`src/rtl/irqEncPkg.sv`:
```
package irqEncPkg;

  // Strobes passed from the acknowledge control to the datapath.
  typedef struct packed {
    logic ackActive;   // an acknowledge has been latched and is still running
  } ackStrobes_t;

  typedef enum logic [1:0] {
    ACK_IDLE = 2'd0,
    ACK_HELD = 2'd1
  } ackState_t;

endpackage

```
`src/rtl/irqEncDatapath.sv`:
```
module irqEncDatapath
  import irqEncPkg::*;
#(
  parameter int NUM_REQ     = 7,
  parameter int SYNC_STAGES = 2,
  localparam int LVL_W      = $clog2(NUM_REQ + 1)
) (
  input  logic               clk,
  input  logic               rstN,
  input  logic [NUM_REQ-1:0] reqN,
  input  logic               asN,
  input  ackStrobes_t        strobes,
  output logic [LVL_W-1:0]   iplN,
  output logic               autoVecN
);

  // Synchroniser chain: every stage resets to "no request" (all ones).
  logic [NUM_REQ-1:0] syncStage [SYNC_STAGES];

  genvar gs;
  generate
    for (gs = 0; gs < SYNC_STAGES; gs++) begin : g_sync
      if (gs == 0) begin : g_first
        always_ff @(posedge clk or negedge rstN) begin
          if (!rstN) syncStage[gs] <= '1;
          else       syncStage[gs] <= reqN;
        end
      end else begin : g_rest
        always_ff @(posedge clk or negedge rstN) begin
          if (!rstN) syncStage[gs] <= '1;
          else       syncStage[gs] <= syncStage[gs-1];
        end
      end
    end
  endgenerate

  logic [NUM_REQ-1:0] reqSynced;
  assign reqSynced = syncStage[SYNC_STAGES-1];

  // Priority encoder: ascending scan, so the highest active index wins.
  logic [LVL_W-1:0] levelNext;
  always_comb begin
    levelNext = '0;
    for (int i = 0; i < NUM_REQ; i++) begin
      if (!reqSynced[i]) levelNext = LVL_W'(i + 1);
    end
  end

  // Registered, inverted level output.
  always_ff @(posedge clk or negedge rstN) begin
    if (!rstN) iplN <= '1;
    else       iplN <= ~levelNext;
  end

  // Autovector request: latched by control, released with the strobe.
  assign autoVecN = ~(strobes.ackActive & ~asN);

endmodule

```
`src/rtl/irqEncControl.sv`:
```
module irqEncControl
  import irqEncPkg::*;
#(
  parameter int FC_W = 3
) (
  input  logic            clk,
  input  logic            rstN,
  input  logic [FC_W-1:0] fcode,
  input  logic            asN,
  output ackStrobes_t     strobes
);

  ackState_t stateQ, stateD;
  logic      iackSeen;

  // An acknowledge cycle: all function-code lines high with strobe low.
  assign iackSeen = (&fcode) & ~asN;

  always_comb begin
    stateD = stateQ;
    unique case (stateQ)
      ACK_IDLE: if (iackSeen) stateD = ACK_HELD;
      ACK_HELD: if (asN)      stateD = ACK_IDLE;
      default:                stateD = ACK_IDLE;
    endcase
  end

  always_ff @(posedge clk or negedge rstN) begin
    if (!rstN) stateQ <= ACK_IDLE;
    else       stateQ <= stateD;
  end

  assign strobes.ackActive = (stateQ == ACK_HELD);

endmodule

```
`src/rtl/irqLevelEncoder.sv`:
```
module irqLevelEncoder
  import irqEncPkg::*;
#(
  parameter int NUM_REQ     = 7,
  parameter int SYNC_STAGES = 2,
  parameter int FC_W        = 3,
  localparam int LVL_W      = $clog2(NUM_REQ + 1)
) (
  input  logic               clk,
  input  logic               rstN,
  input  logic [NUM_REQ-1:0] reqN,
  input  logic [FC_W-1:0]    fcode,
  input  logic               asN,
  output logic [LVL_W-1:0]   iplN,
  output logic               autoVecN
);

  ackStrobes_t strobes;

  irqEncControl #(
    .FC_W(FC_W)
  ) u_ctrl (
    .clk     (clk),
    .rstN    (rstN),
    .fcode   (fcode),
    .asN     (asN),
    .strobes (strobes)
  );

  irqEncDatapath #(
    .NUM_REQ     (NUM_REQ),
    .SYNC_STAGES (SYNC_STAGES)
  ) u_dp (
    .clk      (clk),
    .rstN     (rstN),
    .reqN     (reqN),
    .asN      (asN),
    .strobes  (strobes),
    .iplN     (iplN),
    .autoVecN (autoVecN)
  );

endmodule

```
`config.mk`:
```
export PLATFORM = sky130hd
export DESIGN_NAME = irqLevelEncoder
export DESIGN_NICKNAME = d
export VERILOG_FILES = /design/src/rtl/irqEncPkg.sv /design/src/rtl/irqEncDatapath.sv /design/src/rtl/irqEncControl.sv /design/src/rtl/irqLevelEncoder.sv
export SDC_FILE = /design/constraint.sdc
export NUM_CORES = 1
export LEC_CHECK = 0
export BUFFER_PORTS_ARGS = -buffer_cell sky130_fd_sc_hd__buf_2
export CORE_MARGIN = 5
export CORE_UTILIZATION = 30
export CTS_CLUSTER_SIZE = 30
export DETAILED_ROUTE_END_ITERATION = 10
export PLACE_DENSITY = 0.52
export SLEW_MARGIN = 25
export SYNTH_ARGS = -nofsm -noshare
export SYNTH_HDL_FRONTEND = slang
export SYNTH_HIERARCHICAL = 1
export SYNTH_SLANG_ARGS = --single-unit
```
`constraint.sdc`:
```
create_clock -name clk -period 0.8 [get_ports clk]
set_input_delay 0.16 -clock clk [delete_from_list [all_inputs] [get_ports clk]]
set_output_delay 0.16 -clock clk [all_outputs]
set_load 0.05 [all_outputs]
```
==> results of run 1 <==
how the worst max path moves through the flow:
stage                                start      end  slack (ns)  cells past startpoint
floorplan           u_dp/iplN[0]$_DFF_PN1_  iplN[0]       -0.02                      0
CTS                 u_dp/iplN[2]$_DFF_PN1_  iplN[2]       -0.34                      1
global placement    u_dp/iplN[2]$_DFF_PN1_  iplN[2]        -0.1                      1
detailed placement  u_dp/iplN[2]$_DFF_PN1_  iplN[2]        -0.1                      1
global route        u_dp/iplN[0]$_DFF_PN1_  iplN[0]       -0.36                      1
finish              u_dp/iplN[0]$_DFF_PN1_  iplN[0]       -0.32                      1
repair_timing:
item                                    CTS  global route
pin swaps                                 1             2
buffers inserted                          1             1
resized for setup                        15             2
gates cloned                              0             0
endpoints found under the setup margin    6             8
hold endpoints to repair                  8             0
hold buffers                              8             0
Yosys cell counts:
library cell and number:
a21oi_1 1, a31oi_1 2, dfrtp_1 1, dfstp_2 17, inv_1 2, nand2_1 2
nand2b_1 1, nor2_1 3, o21ai_0 1, o21ai_1 1
cell families (layout without fill, tap and decap cells):
group	count (synthesis)	after routing	share of synthesized area (%)
compound gates	5	5	5.17
simple gates	6	6	4.71
buf+inv	2	31	1.41
flops	18	18	88.7
through the flow:
stage | util [%] | power, W | cells | hold slack, ns | cell area [µm²]
finish | 48.3 | 0.00171 | 85 | 0.0239 | 825
global route | 48.3 | 0.00178 | 85 | 0.0164 | 825
floorplan | - | 0.00107 | 31 | -0.136 | 534
CTS | 47.8 | 0.00173 | 85 | 0.0123 | 816
global placement | 37.8 | 0.00113 | 72 | 0.0927 | 646
detailed placement | 37.8 | 0.00113 | 72 | 0.0931 | 646
state kept, by name, indices dropped and copies added, names as in the netlist:
signal          flops
u_ctrl/stateQ       1
u_dp/iplN           3
u_dp/reqSynced      7
u_dp/syncStage      7
area by class of cell:
cell class / instances / area, µm²
multi-input combinational: 11 / 66.3
clock buffer: 4 / 36.3
sequential: 18 / 472
inverter: 2 / 7.51
timing repair buffer: 25 / 211
tap: 25 / 31.3
fill: 148 / 883
power by group:
group	total, W	leakage (nW)	internal, W	switching [W]
registers	0.00101	0.192	0.000991	0.0000228
logic	0.000164	0.149	0.0000883	0.0000762
clock network	0.000529	0.0210	0.000277	0.000252
total	0.00171	0.362	0.00136	0.000351
layer usage:
metal  track usage (%)  vias up  part of all wire [%]
li1                  -      158                     -
met1              6.76      136                    44
met2              9.83       14                    47
met3              3.44        0                   9.7
met4              3.93        0                     0
met5                 0        -                     0
==> metrics.md, run 1 <==
| Metric | Value |
|---|---|
| CP required | 0.64 ns |
| Die Width | 52.1 µm |
| Max Cap Viol | 0 |
| Core area | 0.00171 mm² |
| TritonCTS clock tree | built |
| Worst slew pin tran | 0.356 ns |
| Area grow syn2layout | 55.1% |
| Reg-to-Reg End | u_ctrl/stateQ[0]$_DFFE_PN0P_ |
| DIE AREA | 0.00271 mm² |
| Total grt overflow | 0 |
| Violated checks | setup timing |
| Worst skew pair latency | 0.28 ns |
| Cells after synthesis | 31 |
| Reg2Reg Setup Slack | -0.05 ns |
| PortBufs | 16 |
| Worst hold start | asN |
| Final period utilization | 140% |
| Synth Area per Inst | between 15 and 20 µm² |
| Setup Skew | 0.00171 ns |
| Pwr Density | 2070 mW/mm² |
| Largest net degree at the start of global routing | 19 |
| Dpl ws | -0.0986 ns |
| Top cell family by delay on the critical path | flip-flops |
| Clock Sinks | 18 |
| Syn nets | 44 |
| TritonCTS buffer count | 3 |
| RSZ-0062 raised after global routing | yes |
| Post-synthesis sequential area ratio | 88.7% |
| Final Slew Violations | 0 |
| H-Tree Depth | 1 |
| Vias | 308 |
| First-pass GRT wire length | 1210 µm |
| Crit start category | flop |
| Total Routing Usage GR | 6.38% |
| TNS Setup | -1.36 ns |
| Remaining antenna violation count | 0 |
| Hold crit path type | in -> reg |
| Leakage power | 0.362 nW |
| Crit path DAT | 0.96 ns |
| Drt pass-1 iters | 2 |
| Antenna diodes | 0 |
| Crit-path max cell delay | between 0.5 and 0.6 ns |
| Vias in the first global route | 321 |
| Cell row count | 15 |
| Initial Utilization | 31.1% |
| VDD IR max | between 0.0009 and 0.001 V |
| Worst setup EP type | output pin |
| Relative slew slack | 76.2% |
| Commonest non-fill, non-tap cell in the layout | dfstp_2 |
| Residual DRC | 0 |
| Die height | about 52 µm |
| Ys Warns | 6 |
| #FFs+latches synth | 18 |
| Synth cell types | 10 |
| Synth top area cells | dfstp_2 (84%), dfrtp_1 (4.7%), a31oi_1 (2.4%) |
| Status | finished, violations left |
| Boundary pin count | 17 |
| Max Clk Rate | between 800 and 900 MHz |
| Synth top area share | 84.0% |
| Final setup viols | 7 |
| Maximum clock path buffer count | 2 |
| Hold Path End | u_ctrl/stateQ[0]$_DFFE_PN0P_ |
| Min Tclk post-route | about 1.1 ns |
| Most frequent cells in the layout | dfstp_2 (17), buf_2 (12), dlygate4sd3_1 (8) |
| Gpl congestion | 0.686 |
| Slowest cell on crit path | dfstp_2 |
| Cell area after synthesis | 532 µm² |
| Post-Route WL | 733 µm |
| Crit path buf inv count | 1 |
| Initial antenna violation count | 0 |
| Routed wire per std cell | 8.62 µm |
| Crit Path Category | reg -> out |
| DR vias/cell | 3.62 |
| Crit path max fanout | 1 |
| Final hold viol count | 0 |
| Clock slew at reported path FFs | 0.09 ns |
| Reg-to-Reg Start | u_ctrl/stateQ[0]$_DFFE_PN0P_ |
| Root Driver | clkbuf_4 |
| Crit-path cells | buf_8 |
| Biggest area consumer among synthesized cells | dfstp_2 |
| Path depth of the worst reg2reg path | 3 |
| Initial DRC Count | 2 |
| # nets final | 74 |
| Setup slack after layout | -0.324 ns |
| Share of layout cells above drive strength 1 | 70.0% |
| Worst Hold Depth | 2 |
(Power assumes the default switching activity.)
==> inputs of run 2 (changes only) <==
PLACE_DENSITY = 0.5   (was 0.52)
REMOVE_ABC_BUFFERS = 1   (was not set)
clock period = 1.25 ns   (was 0.8 ns; I/O delays follow)
==> metrics.md, run 2 (same netlist as run 1, synthesis figures left out) <==
| Metric | Value |
|---|---|
| Worst setup EP type | output pin |
| TritonCTS buffer count | 3 |
| Post-route cell area | 714 µm² |
| Routed wire per std cell | about 8.4 µm |
| Die Width | 52.1 µm |
| Vias | 280 |
| Post-Route WL | between 600 and 700 µm |
| Most frequent cells in the layout | dfstp_2 (17), buf_2 (12), buf_6 (4) |
| Maximum clock path buffer count | 2 |
| Max Clk Rate | 825 MHz |
| Setup Skew | 0.00201 ns |
| DR vias/cell | 3.64 |
| Met3 usage | around 5.2% |
| Final hold viol count | 0 |
| TritonCTS clock tree | built |
| Die height | between 50 and 60 µm |
| H-Tree Depth | 1 |
| Final setup viols | 0 |
| Crit path max fanout | 1 |
| RSZ-0062 raised after global routing | yes |
| Remaining antenna violation count | 0 |
| Met1 Resource Use GR | 6.24% |
| Crit path DAT | 0.96 ns |
| Met2 global-route usage | 7.74% |
| CP Depth | 1 |
| Crit Path Category | reg -> out |
| Clock Sinks | 18 |
| CP required | 1.00 ns |
| Path depth of the worst reg2reg path | 3 |
| Gpl congestion | 0.690 |
| Drt pass-1 iters | 4 |
| Worst slew pin tran | 0.358 ns |
| Total grt overflow | 0 |
| Area grow syn2layout | 34.4% |
| Vias in the first global route | 271 |
| DP Area | 643 µm² |
| Antenna diodes | 0 |
| Pwr Total | 0.00106 W |
| DIE AREA | 0.00271 mm² |
| Max Cap Viol | 0 |
| Fillers | 162 |
| Pwr Density | 1480 mW/mm² |
| Slowest cell on crit path | dfstp_2 |
| # nets final | 66 |
| Worst skew pair latency | 0.28 ns |
| Top cell family by delay on the critical path | flip-flops |
| First-pass GRT wire length | 1060 µm |
| Hold crit path type | in -> reg |
| Status | finished clean |
| PortBufs | 16 |
| VDD IR max | 0.000887 V |
| Core area | 0.00171 mm² |
| Share of layout cells above drive strength 1 | between 70 and 80% |
| Crit-path max cell delay | 0.53 ns |
| Final period utilization | 97.0% |
| Crit start category | flop |
| Residual DRC | 0 |
| Min Tclk post-route | 1.21 ns |
| Boundary pin count | 17 |
| Worst Hold Depth | 1 |
| Initial antenna violation count | 0 |
| Fin cells | 77 |
| Initial DRC Count | 5 |
| Cells after DPL | 72 |
| Dpl ws | 0.263 ns |
| Cell row count | 15 |
| Relative slew slack | between 70% and 80% |
| Setup slack after layout | 0.0375 ns |
| Initial Utilization | 31.1% |
| Min Hold Slack | a little under 0.06 ns |
| GR peak layer | met2 |
| Clock slew at reported path FFs | 0.09 ns |
| Crit path buf inv count | 1 |
| Crit-path cells | buf_6 |
| Commonest non-fill, non-tap cell in the layout | dfstp_2 |
| Leakage power | 0.317 nW |
| Largest net degree at the start of global routing | 19 |
| Final Slew Violations | 0 |
| Total Routing Usage GR | around 5.8% |
| Root Driver | clkbuf_4 |
[run 2: report_power, final]
part	switching [W]	total [W]	internal (W)
combinational	0.0000445	0.0000767	0.0000323
clock	0.000158	0.000335	0.000177
sequential	0.0000108	0.000644	0.000634
total	0.000213	0.00106	0.000843
[run 2: area by class of cell]
class                      count  area, µm²  share of cell area, %
timing repair buffer          17        115                   16.1
sequential                    18        472                   66.0
tap                           25       31.3                   4.38
clock buffer                   4       36.3                   5.08
inverter                       2       7.51                   1.05
multi-input combinational     11       52.6                   7.36
[run 2: path summary, 6_finish.rpt]
check                      slack (ns)                         start                           end
max                              0.04        u_dp/iplN[2]$_DFF_PN1_                       iplN[2]
min                              0.06                       reqN[2]   u_dp/syncStage[9]$_DFF_PN1_
max reg2reg                      0.40   u_dp/reqSynced[1]$_DFF_PN1_        u_dp/iplN[0]$_DFF_PN1_
min reg2reg                      0.36  u_dp/syncStage[12]$_DFF_PN1_   u_dp/reqSynced[5]$_DFF_PN1_
max in group asynchronous        0.55                          rstN   u_dp/reqSynced[4]$_DFF_PN1_
min in group asynchronous        0.40                          rstN  u_ctrl/stateQ[0]$_DFFE_PN0P_
[run 2: timing repair]
| item | CTS | global route |
|---|---|---|
| hold buffers | 1 | 0 |
| hold endpoints to repair | 1 | 0 |
| buffers inserted | 0 | 0 |
| resized for setup | 7 | 1 |
| setup endpoints to repair | 4 | 4 |
[run 2: per-layer routing]
layer	vias up	wire length, µm
met5	-	0
met4	0	0
met3	0	71
met2	17	292
met1	121	283
li1	142	-
[run 2: per-stage QoR]
| stage | setup TNS, ns | util (%) |
|---|---|---|
| 2_1_floorplan | 0 | - |
| 3_3_place_gp | 0 | 37.7 |
| 3_5_place_dp | 0 | 37.7 |
| 4_1_cts | 0 | 41.6 |
| 5_1_grt | -0.0415 | 41.8 |
| 6_report | 0 | 41.8 |
